File: src/rtl/evtmr_pkg.sv
package evtmr_pkg;
  localparam int ADDR_W = 12;

  localparam logic [ADDR_W-1:0] OFS_CAP    = 12'h000;
  localparam logic [ADDR_W-1:0] OFS_TICK   = 12'h004;
  localparam logic [ADDR_W-1:0] OFS_GCTL   = 12'h010;
  localparam logic [ADDR_W-1:0] OFS_STAT   = 12'h018;
  localparam logic [ADDR_W-1:0] OFS_CNT_LO = 12'h020;
  localparam logic [ADDR_W-1:0] OFS_CNT_HI = 12'h024;

  localparam logic [3:0] CH_PAGE   = 4'h1;
  localparam logic [4:0] CH_CFG    = 5'h00;
  localparam logic [4:0] CH_CMP_LO = 5'h08;
  localparam logic [4:0] CH_CMP_HI = 5'h0C;

  typedef enum logic [1:0] {
    ARM_IDLE = 2'd0,
    ARM_CMP  = 2'd1,
    ARM_PER  = 2'd2
  } arm_e;
endpackage

File: src/rtl/evtmr_counter.sv
module evtmr_counter (
  input  logic        clk,
  input  logic        rst_ni,
  input  logic        run_i,
  input  logic        wr_lo_i,
  input  logic        wr_hi_i,
  input  logic [31:0] wdata_i,
  output logic [63:0] cnt_o
);
  logic [63:0] cnt_q, cnt_d;

  always_comb begin
    cnt_d = cnt_q;
    if (run_i) begin
      cnt_d = cnt_q + 64'd1;
    end else if (wr_lo_i) begin
      cnt_d[31:0] = wdata_i;
    end else if (wr_hi_i) begin
      cnt_d[63:32] = wdata_i;
    end
  end

  always_ff @(posedge clk or negedge rst_ni) begin
    if (!rst_ni) cnt_q <= '0;
    else         cnt_q <= cnt_d;
  end

  assign cnt_o = cnt_q;

  AST_CNT_STEP: assert property (@(posedge clk) disable iff (!rst_ni)
    run_i |=> cnt_q == $past(cnt_q) + 64'd1);
  AST_CNT_HOLD: assert property (@(posedge clk) disable iff (!rst_ni)
    (!run_i && !wr_lo_i && !wr_hi_i) |=> $stable(cnt_q));
endmodule

File: src/rtl/evtmr_channel.sv
module evtmr_channel
  import evtmr_pkg::*;
#(
  parameter int RT_W = 2
) (
  input  logic            clk,
  input  logic            rst_ni,
  input  logic [63:0]     cnt_i,
  input  logic            run_i,
  input  logic            cfg_wr_i,
  input  logic            cmp_lo_wr_i,
  input  logic            cmp_hi_wr_i,
  input  logic            sts_clr_i,
  input  logic [31:0]     wdata_i,
  output logic [31:0]     cfg_o,
  output logic [63:0]     cmp_o,
  output logic            sts_o,
  output logic            act_o,
  output logic [RT_W-1:0] route_o
);
  logic            ie_q, ie_d, per_q, per_d, m32_q, m32_d, sts_q, sts_d;
  logic [RT_W-1:0] rt_q, rt_d;
  arm_e            arm_q, arm_d;
  logic [63:0]     cmp_q, cmp_d, prd_q, prd_d;
  logic            hit;

  assign hit = run_i && (m32_q ? (cnt_i[31:0] == cmp_q[31:0]) : (cnt_i == cmp_q));

  always_comb begin
    ie_d  = ie_q;
    per_d = per_q;
    m32_d = m32_q;
    rt_d  = rt_q;
    arm_d = arm_q;
    cmp_d = cmp_q;
    prd_d = prd_q;
    if (hit && per_q) begin
      if (m32_q) cmp_d[31:0] = cmp_q[31:0] + prd_q[31:0];
      else       cmp_d       = cmp_q + prd_q;
    end
    if (cfg_wr_i) begin
      ie_d  = wdata_i[0];
      per_d = wdata_i[1];
      m32_d = wdata_i[3];
      rt_d  = wdata_i[8 +: RT_W];
      if (wdata_i[2]) arm_d = ARM_CMP;
    end
    if (cmp_lo_wr_i) begin
      unique case (arm_q)
        ARM_PER: begin prd_d[31:0] = wdata_i; arm_d = ARM_IDLE; end
        ARM_CMP: begin cmp_d[31:0] = wdata_i; arm_d = ARM_PER;  end
        default: cmp_d[31:0] = wdata_i;
      endcase
    end
    if (cmp_hi_wr_i && !m32_q) begin
      if (arm_q == ARM_PER) prd_d[63:32] = wdata_i;
      else                  cmp_d[63:32] = wdata_i;
    end
    sts_d = hit | (sts_q & ~sts_clr_i);
  end

  always_ff @(posedge clk or negedge rst_ni) begin
    if (!rst_ni) begin
      ie_q  <= 1'b0;
      per_q <= 1'b0;
      m32_q <= 1'b0;
      rt_q  <= '0;
      arm_q <= ARM_IDLE;
      cmp_q <= '0;
      prd_q <= '0;
      sts_q <= 1'b0;
    end else begin
      ie_q  <= ie_d;
      per_q <= per_d;
      m32_q <= m32_d;
      rt_q  <= rt_d;
      arm_q <= arm_d;
      cmp_q <= cmp_d;
      prd_q <= prd_d;
      sts_q <= sts_d;
    end
  end

  always_comb begin
    cfg_o = '0;
    cfg_o[0] = ie_q;
    cfg_o[1] = per_q;
    cfg_o[2] = (arm_q != ARM_IDLE);
    cfg_o[3] = m32_q;
    cfg_o[8 +: RT_W] = rt_q;
  end

  assign cmp_o   = cmp_q;
  assign sts_o   = sts_q;
  assign act_o   = sts_q & ie_q;
  assign route_o = rt_q;

  AST_ONESHOT_KEEP: assert property (@(posedge clk) disable iff (!rst_ni)
    (hit && !per_q && !cmp_lo_wr_i && !cmp_hi_wr_i) |=> $stable(cmp_q));
  AST_PERIOD_ADV: assert property (@(posedge clk) disable iff (!rst_ni)
    (hit && per_q && !m32_q && !cmp_lo_wr_i && !cmp_hi_wr_i)
      |=> cmp_q == $past(cmp_q) + $past(prd_q));
  AST_M32_HI_KEEP: assert property (@(posedge clk) disable iff (!rst_ni)
    (m32_q && !cmp_lo_wr_i) |=> $stable(cmp_q[63:32]));
  AST_STS_SET: assert property (@(posedge clk) disable iff (!rst_ni)
    hit |=> sts_q);
  AST_ARM_ORDER: assert property (@(posedge clk) disable iff (!rst_ni)
    (arm_q == ARM_CMP && cmp_lo_wr_i && !cfg_wr_i) |=> $stable(prd_q));
endmodule

File: src/rtl/evtmr_route.sv
module evtmr_route #(
  parameter int NCH    = 3,
  parameter int NLINES = 4,
  parameter int RT_W   = 2
) (
  input  logic [NCH-1:0]      act_i,
  input  logic [NCH*RT_W-1:0] route_i,
  input  logic                legacy_i,
  output logic [NLINES-1:0]   line_o,
  output logic                leg_tmr_o,
  output logic                leg_rtc_o
);
  always_comb begin
    line_o = '0;
    for (int c = 0; c < NCH; c++) begin
      if (!(legacy_i && c < 2)) begin
        line_o[route_i[c*RT_W +: RT_W]] = line_o[route_i[c*RT_W +: RT_W]] | act_i[c];
      end
    end
  end

  assign leg_tmr_o = legacy_i & act_i[0];
  assign leg_rtc_o = legacy_i & act_i[1];
endmodule

File: src/rtl/evtmr_top.sv
module evtmr_top
  import evtmr_pkg::*;
#(
  parameter int          NCH     = 3,
  parameter int          NLINES  = 4,
  parameter logic [31:0] TICK_FS = 32'd8000000
) (
  input  logic              clk,
  input  logic              rst_n,
  input  logic              reg_wr,
  input  logic [11:0]       reg_addr,
  input  logic [31:0]       reg_wdata,
  output logic [31:0]       reg_rdata,
  output logic [NLINES-1:0] irq_line,
  output logic              irq_legacy_tmr,
  output logic              irq_legacy_rtc
);
  localparam int RT_W = (NLINES > 1) ? $clog2(NLINES) : 1;

  logic [1:0] rst_sync_q;
  logic       rst_i;

  always_ff @(posedge clk or negedge rst_n) begin
    if (!rst_n) rst_sync_q <= 2'b00;
    else        rst_sync_q <= {rst_sync_q[0], 1'b1};
  end
  assign rst_i = rst_sync_q[1];

  logic run_q, run_d, leg_q, leg_d;
  logic gctl_wr;

  assign gctl_wr = reg_wr && (reg_addr == OFS_GCTL);

  always_comb begin
    run_d = run_q;
    leg_d = leg_q;
    if (gctl_wr) begin
      run_d = reg_wdata[0];
      leg_d = reg_wdata[1];
    end
  end

  always_ff @(posedge clk or negedge rst_i) begin
    if (!rst_i) begin
      run_q <= 1'b0;
      leg_q <= 1'b0;
    end else begin
      run_q <= run_d;
      leg_q <= leg_d;
    end
  end

  logic [63:0] cnt;

  evtmr_counter u_cnt (
    .clk     (clk),
    .rst_ni  (rst_i),
    .run_i   (run_q),
    .wr_lo_i (reg_wr && (reg_addr == OFS_CNT_LO)),
    .wr_hi_i (reg_wr && (reg_addr == OFS_CNT_HI)),
    .wdata_i (reg_wdata),
    .cnt_o   (cnt)
  );

  logic [31:0]      ch_cfg [NCH];
  logic [63:0]      ch_cmp [NCH];
  logic [NCH-1:0]   ch_sts, ch_act;
  logic [NCH*RT_W-1:0] ch_rt;

  for (genvar c = 0; c < NCH; c++) begin : g_ch
    logic sel;
    assign sel = reg_wr && (reg_addr[11:8] == CH_PAGE) && (reg_addr[7:5] == 3'(c));

    evtmr_channel #(.RT_W(RT_W)) u_ch (
      .clk         (clk),
      .rst_ni      (rst_i),
      .cnt_i       (cnt),
      .run_i       (run_q),
      .cfg_wr_i    (sel && (reg_addr[4:0] == CH_CFG)),
      .cmp_lo_wr_i (sel && (reg_addr[4:0] == CH_CMP_LO)),
      .cmp_hi_wr_i (sel && (reg_addr[4:0] == CH_CMP_HI)),
      .sts_clr_i   (reg_wr && (reg_addr == OFS_STAT) && reg_wdata[c]),
      .wdata_i     (reg_wdata),
      .cfg_o       (ch_cfg[c]),
      .cmp_o       (ch_cmp[c]),
      .sts_o       (ch_sts[c]),
      .act_o       (ch_act[c]),
      .route_o     (ch_rt[c*RT_W +: RT_W])
    );
  end

  evtmr_route #(.NCH(NCH), .NLINES(NLINES), .RT_W(RT_W)) u_route (
    .act_i     (ch_act),
    .route_i   (ch_rt),
    .legacy_i  (leg_q),
    .line_o    (irq_line),
    .leg_tmr_o (irq_legacy_tmr),
    .leg_rtc_o (irq_legacy_rtc)
  );

  always_comb begin
    reg_rdata = '0;
    unique case (reg_addr)
      OFS_CAP:    begin reg_rdata[4:0] = 5'(NCH - 1); reg_rdata[8] = 1'b1; end
      OFS_TICK:   reg_rdata = TICK_FS;
      OFS_GCTL:   reg_rdata[1:0] = {leg_q, run_q};
      OFS_STAT:   reg_rdata[NCH-1:0] = ch_sts;
      OFS_CNT_LO: reg_rdata = cnt[31:0];
      OFS_CNT_HI: reg_rdata = cnt[63:32];
      default: begin
        for (int c = 0; c < NCH; c++) begin
          if (reg_addr[11:8] == CH_PAGE && reg_addr[7:5] == 3'(c)) begin
            if (reg_addr[4:0] == CH_CFG)    reg_rdata = ch_cfg[c];
            if (reg_addr[4:0] == CH_CMP_LO) reg_rdata = ch_cmp[c][31:0];
            if (reg_addr[4:0] == CH_CMP_HI) reg_rdata = ch_cmp[c][63:32];
          end
        end
      end
    endcase
  end

  AST_LEG_QUIET: assert property (@(posedge clk) disable iff (!rst_i)
    !leg_q |-> (!irq_legacy_tmr && !irq_legacy_rtc));
endmodule

File: config.mk
export PLATFORM = sky130hd
export DESIGN_NAME = evtmr_top
export DESIGN_NICKNAME = d
export VERILOG_FILES = /design/src/rtl/evtmr_pkg.sv /design/src/rtl/evtmr_counter.sv /design/src/rtl/evtmr_channel.sv /design/src/rtl/evtmr_route.sv /design/src/rtl/evtmr_top.sv
export SDC_FILE = /design/constraint.sdc
export NUM_CORES = 2
export LEC_CHECK = 0
export BUFFER_PORTS_ARGS = -buffer_cell sky130_fd_sc_hd__buf_2
export CAP_MARGIN = 20
export CORE_ASPECT_RATIO = 1.2
export CORE_UTILIZATION = 50
export CTS_CLUSTER_SIZE = 12
export DETAILED_ROUTE_END_ITERATION = 7
export GPL_TIMING_DRIVEN = 1
export PLACE_DENSITY = 0.67
export SKIP_LAST_GASP = 1
export SYNTH_ARGS = -nofsm -noshare
export SYNTH_HDL_FRONTEND = slang
export SYNTH_SLANG_ARGS = --single-unit
export TNS_END_PERCENT = 1
File: constraint.sdc
create_clock -name clk -period 13.1 [get_ports clk]
set_clock_uncertainty 0.05 [all_clocks]
set_input_delay 3.275 -clock clk [delete_from_list [all_inputs] [get_ports clk]]
set_output_delay 3.275 -clock clk [all_outputs]
set_load 0.005 [all_outputs]
==> out/qor.yml <==
drt:
  vias_per_cell: 6.58
  wl_per_cell_um: 30.6
  firstDrtPassIters: 8
  ant_nets: 0
  vias: 33400
  drt-total-wl_um: 155000
  drtIter0Drc: 3736
  drc: 32
worst_hold_path:
  worstHoldPathCells: 0
  hp-start: "rst_sync_q[0]$_DFF_PN0_"
  min_to: "rst_sync_q[1]$_DFF_PN0_"
  hp-class: "reg -> reg"
timing:
  period_needed_ns: 10.28
  max-slew-margin-rel_pct: 22.0
  rsz0062_at_grt: "no"
  drv_slew: 0
  hold_viol: 0
  timing.final.crit_share_pct: 78.5
  finalSetupViolations: 0
  tns_ns: 0
  fin_ws_ns: 2.82
  tightest_slew_ns: 1.17
  fin_hold_ws_ns: 0.300
  max_freq_mhz: 97.2
worst_setup_path:
  cp-end-kind: "primary output"
  start_kind: "primary input"
  r2r_start: "u_cnt.cnt_o[22]$_DFFE_PN0P_"
  crit_chain: "buf_2, nor3_1, nand2b_1, nor2_4, buf_4, a22oi_1, o22ai_1, nor3_1, a21oi_1, buf_2"
  worst_path_max_delay_cell: "nor2_4"
  cpPeakStageDelay_ns: 0.77
  arrival_ns: 6.96
  critical_path_class: "in -> out"
  ff2ff_setup_slack_ns: 8.33
  crit_path_max_fanout: 50
  reg2reg_depth: 11
  worst_ep_required_time_ns: 9.77
  reg2reg_to: "g_ch[1].u_ch.cmp_o[57]$_DFF_PN0_"
yosys:
  syn_inst: 4215
  synth_edf_count: 0
  synth_cell_type_count: 98
  synth_common_cells: "dfrtp_1, nand2_1, a21oi_1"
  synthTopCellsByArea: "dfrtp_1, ha_1, xnor2_1, mux2_2, a21oi_1"
  synthFlopType: "dfrtp_1"
  synth_nets: 4464
  post-synth-top-count-cell: "dfrtp_1"
  syn-mean-instance-area_um2: 8.55
  synth_seq_cells: 476
  yosysWarnings: 0
  async_flop_share_pct: 100
  synth_top_area_share_pct: 33.0
  yosys.area.top_type: "dfrtp_1"
  netlist_area_um2: 36100
  synth_seq_area_share_pct: 33.0
clock_network:
  path_clk_slew_ns: 0.06
  cts_sinks: 476
  post_cts_buffers: 0
  cts_root_buf: "clkbuf_16"
  cts.path.max_buffers: 3
  cts_buffers: 56
  insertion_delay_ns: 0.66
  ctsHtreeMaxLevel: 2
  hold_buffers: 0
  cts-resized-gates: 0
  cts_tree: "yes"
pwr:
  power_density_nw_per_um2: 94.7
  total_leakage_power_nw: 17.0
  power_mw: 3.68
  ir_drop_v: 0.000102
finish:
  fill_cells: 6703
  area_growth_pct: 7.84
  drive_gt1_share_pct: 11.6
  nNetsFinal: 4343
run:
  max_cap_violations: 0
global_routing:
  grt_pass1_wl_um: 220000
  overflow: 0
  grt.total_usage_pct: 42.0
  grt_max_degree: 162
  grt_antenna_before_repair: 10
  grt_pass1_vias: 31100
placed_design:
  gp_congestion: 1.04
  port_buffers: 84
  dp_hpwl_um: 112000
  post-place-ws_ns: 3.03
run_status:
  failed_checks: "DRC"
  status: "finished, violations left"
floorplan:
  num_rows: 107
  num_io_pins: 85
  die_width_um: 247
  die_y_um: 296
  core_area_um2: 71200
  die_area_um2: 73200
  start_util_pct: 50.6
==> registers in the layout (all words and copies together), names as in the netlist, 2 cells and up <==
| signal | cells |
|---|---|
| g_ch.u_ch.cmp_o | 192 |
| g_ch.u_ch.prd_q | 192 |
| u_cnt.cnt_o | 64 |
| g_ch.u_ch.arm_q | 6 |
| g_ch.u_ch.route_o | 6 |
| g_ch.u_ch.ie_q | 3 |
| g_ch.u_ch.m32_q | 3 |
| g_ch.u_ch.per_q | 3 |
| g_ch.u_ch.sts_o | 3 |
| rst_sync_q | 2 |
==> critical path: cells and delay by family <==
family / cells / cell delay [ns]
AND/OR/NAND/NOR: 4 / 2.01
buffers and inverters: 3 / 0.88
AO/OA/AOI/OAI: 3 / 0.75
==> cell usage in the layout (no fill, tap or decap), drive strengths merged, types with 12 or more instances in the layout <==
cell type / netlist / routed
nor2: 294 / 294
dfrtp: 476 / 476
clkinv: 1 / 13
nand3: 81 / 81
a211oi: 35 / 35
o22ai: 41 / 41
mux2i: 138 / 138
xor2: 122 / 122
a311oi: 12 / 12
a22oi: 86 / 86
and2: 24 / 24
a21o: 105 / 105
a41oi: 12 / 12
buf: 50 / 125
a31oi: 32 / 32
clkbuf: 253 / 77
ha: 199 / 199
nand2b: 31 / 31
o211ai: 28 / 28
nor4: 28 / 28
o21ai: 333 / 333
nand2: 466 / 466
mux2: 189 / 189
inv: 74 / 74
xnor2: 267 / 267
nand4: 77 / 77
and3: 61 / 61
nor2b: 26 / 26
o21bai: 30 / 30
o21a: 32 / 32
nor3: 74 / 74
a21oi: 416 / 416
==> cell families (layout without fill, tap and decap cells) <==
family / count (synthesis) / count (layout) / share of synthesized area [%]
AO/OA/AOI/OAI: 1245 / 1245 / 21.3
AND/OR/NAND/NOR: 1196 / 1196 / 15.1
flip-flops: 476 / 476 / 33.0
XOR/XNOR: 389 / 389 / 9.45
buffers and inverters: 379 / 301 / 4.25
multiplexers: 327 / 327 / 9.73
adder cells (fa/ha/maj): 202 / 202 / 7.07
other: 1 / 8 / 0.0104
==> through the flow <==
| step | std cells | area, µm² | util (%) |
|---|---|---|---|
| 2_1_floorplan | 4215 | 36100 | - |
| 3_3_place_gp | 4960 | 36800 | 51.6 |
| 3_5_place_dp | 4960 | 36800 | 51.6 |
| 4_1_cts | 5061 | 38800 | 54.5 |
| 5_1_grt | 5063 | 38900 | 54.6 |
| 6_report | 5070 | 38900 | 54.6 |
==> area by class of cell <==
| class | instances | area (µm²) | area share, % |
|---|---|---|---|
| tap | 926 | 1160 | 2.98 |
| inverter | 75 | 282 | 0.724 |
| multi-input combinational | 3360 | 22700 | 58.3 |
| sequential | 476 | 11900 | 30.7 |
| clock buffer | 77 | 1660 | 4.28 |
| clock inverter | 24 | 394 | 1.01 |
| antenna | 7 | 17.5 | 0.0451 |
| timing repair buffer | 125 | 773 | 1.99 |
==> per-layer routing <==
metal	track usage [%]	vias to the layer above	part of all wire [%]
met5	0	-	0.014
met4	26.6	4	7.3
met3	9.68	491	10
met2	64.3	1674	44
met1	53.2	16300	39
li1	-	14900	-
==> how the worst max path moves through the flow <==
stage | startpoint | to | depth (start not counted)
6_report | reg_addr[2] | reg_rdata[19] | 10
5_1_grt | reg_addr[2] | reg_rdata[19] | 10
2_1_floorplan | reg_addr[4] | reg_rdata[7] | 8
4_1_cts | reg_addr[2] | reg_rdata[19] | 10
3_5_place_dp | reg_addr[2] | reg_rdata[19] | 10
3_3_place_gp | reg_addr[2] | reg_rdata[19] | 10
==> report_power, final <==
part	internal [mW]	total, mW	switching, mW	leakage [nW]
clock network	1.08	1.77	0.696	1.01
registers	1.49	1.58	0.0928	5.51
logic	0.115	0.326	0.212	10.5
total	2.68	3.68	1.00	17.0
Power figures use the tool's default switching activity.
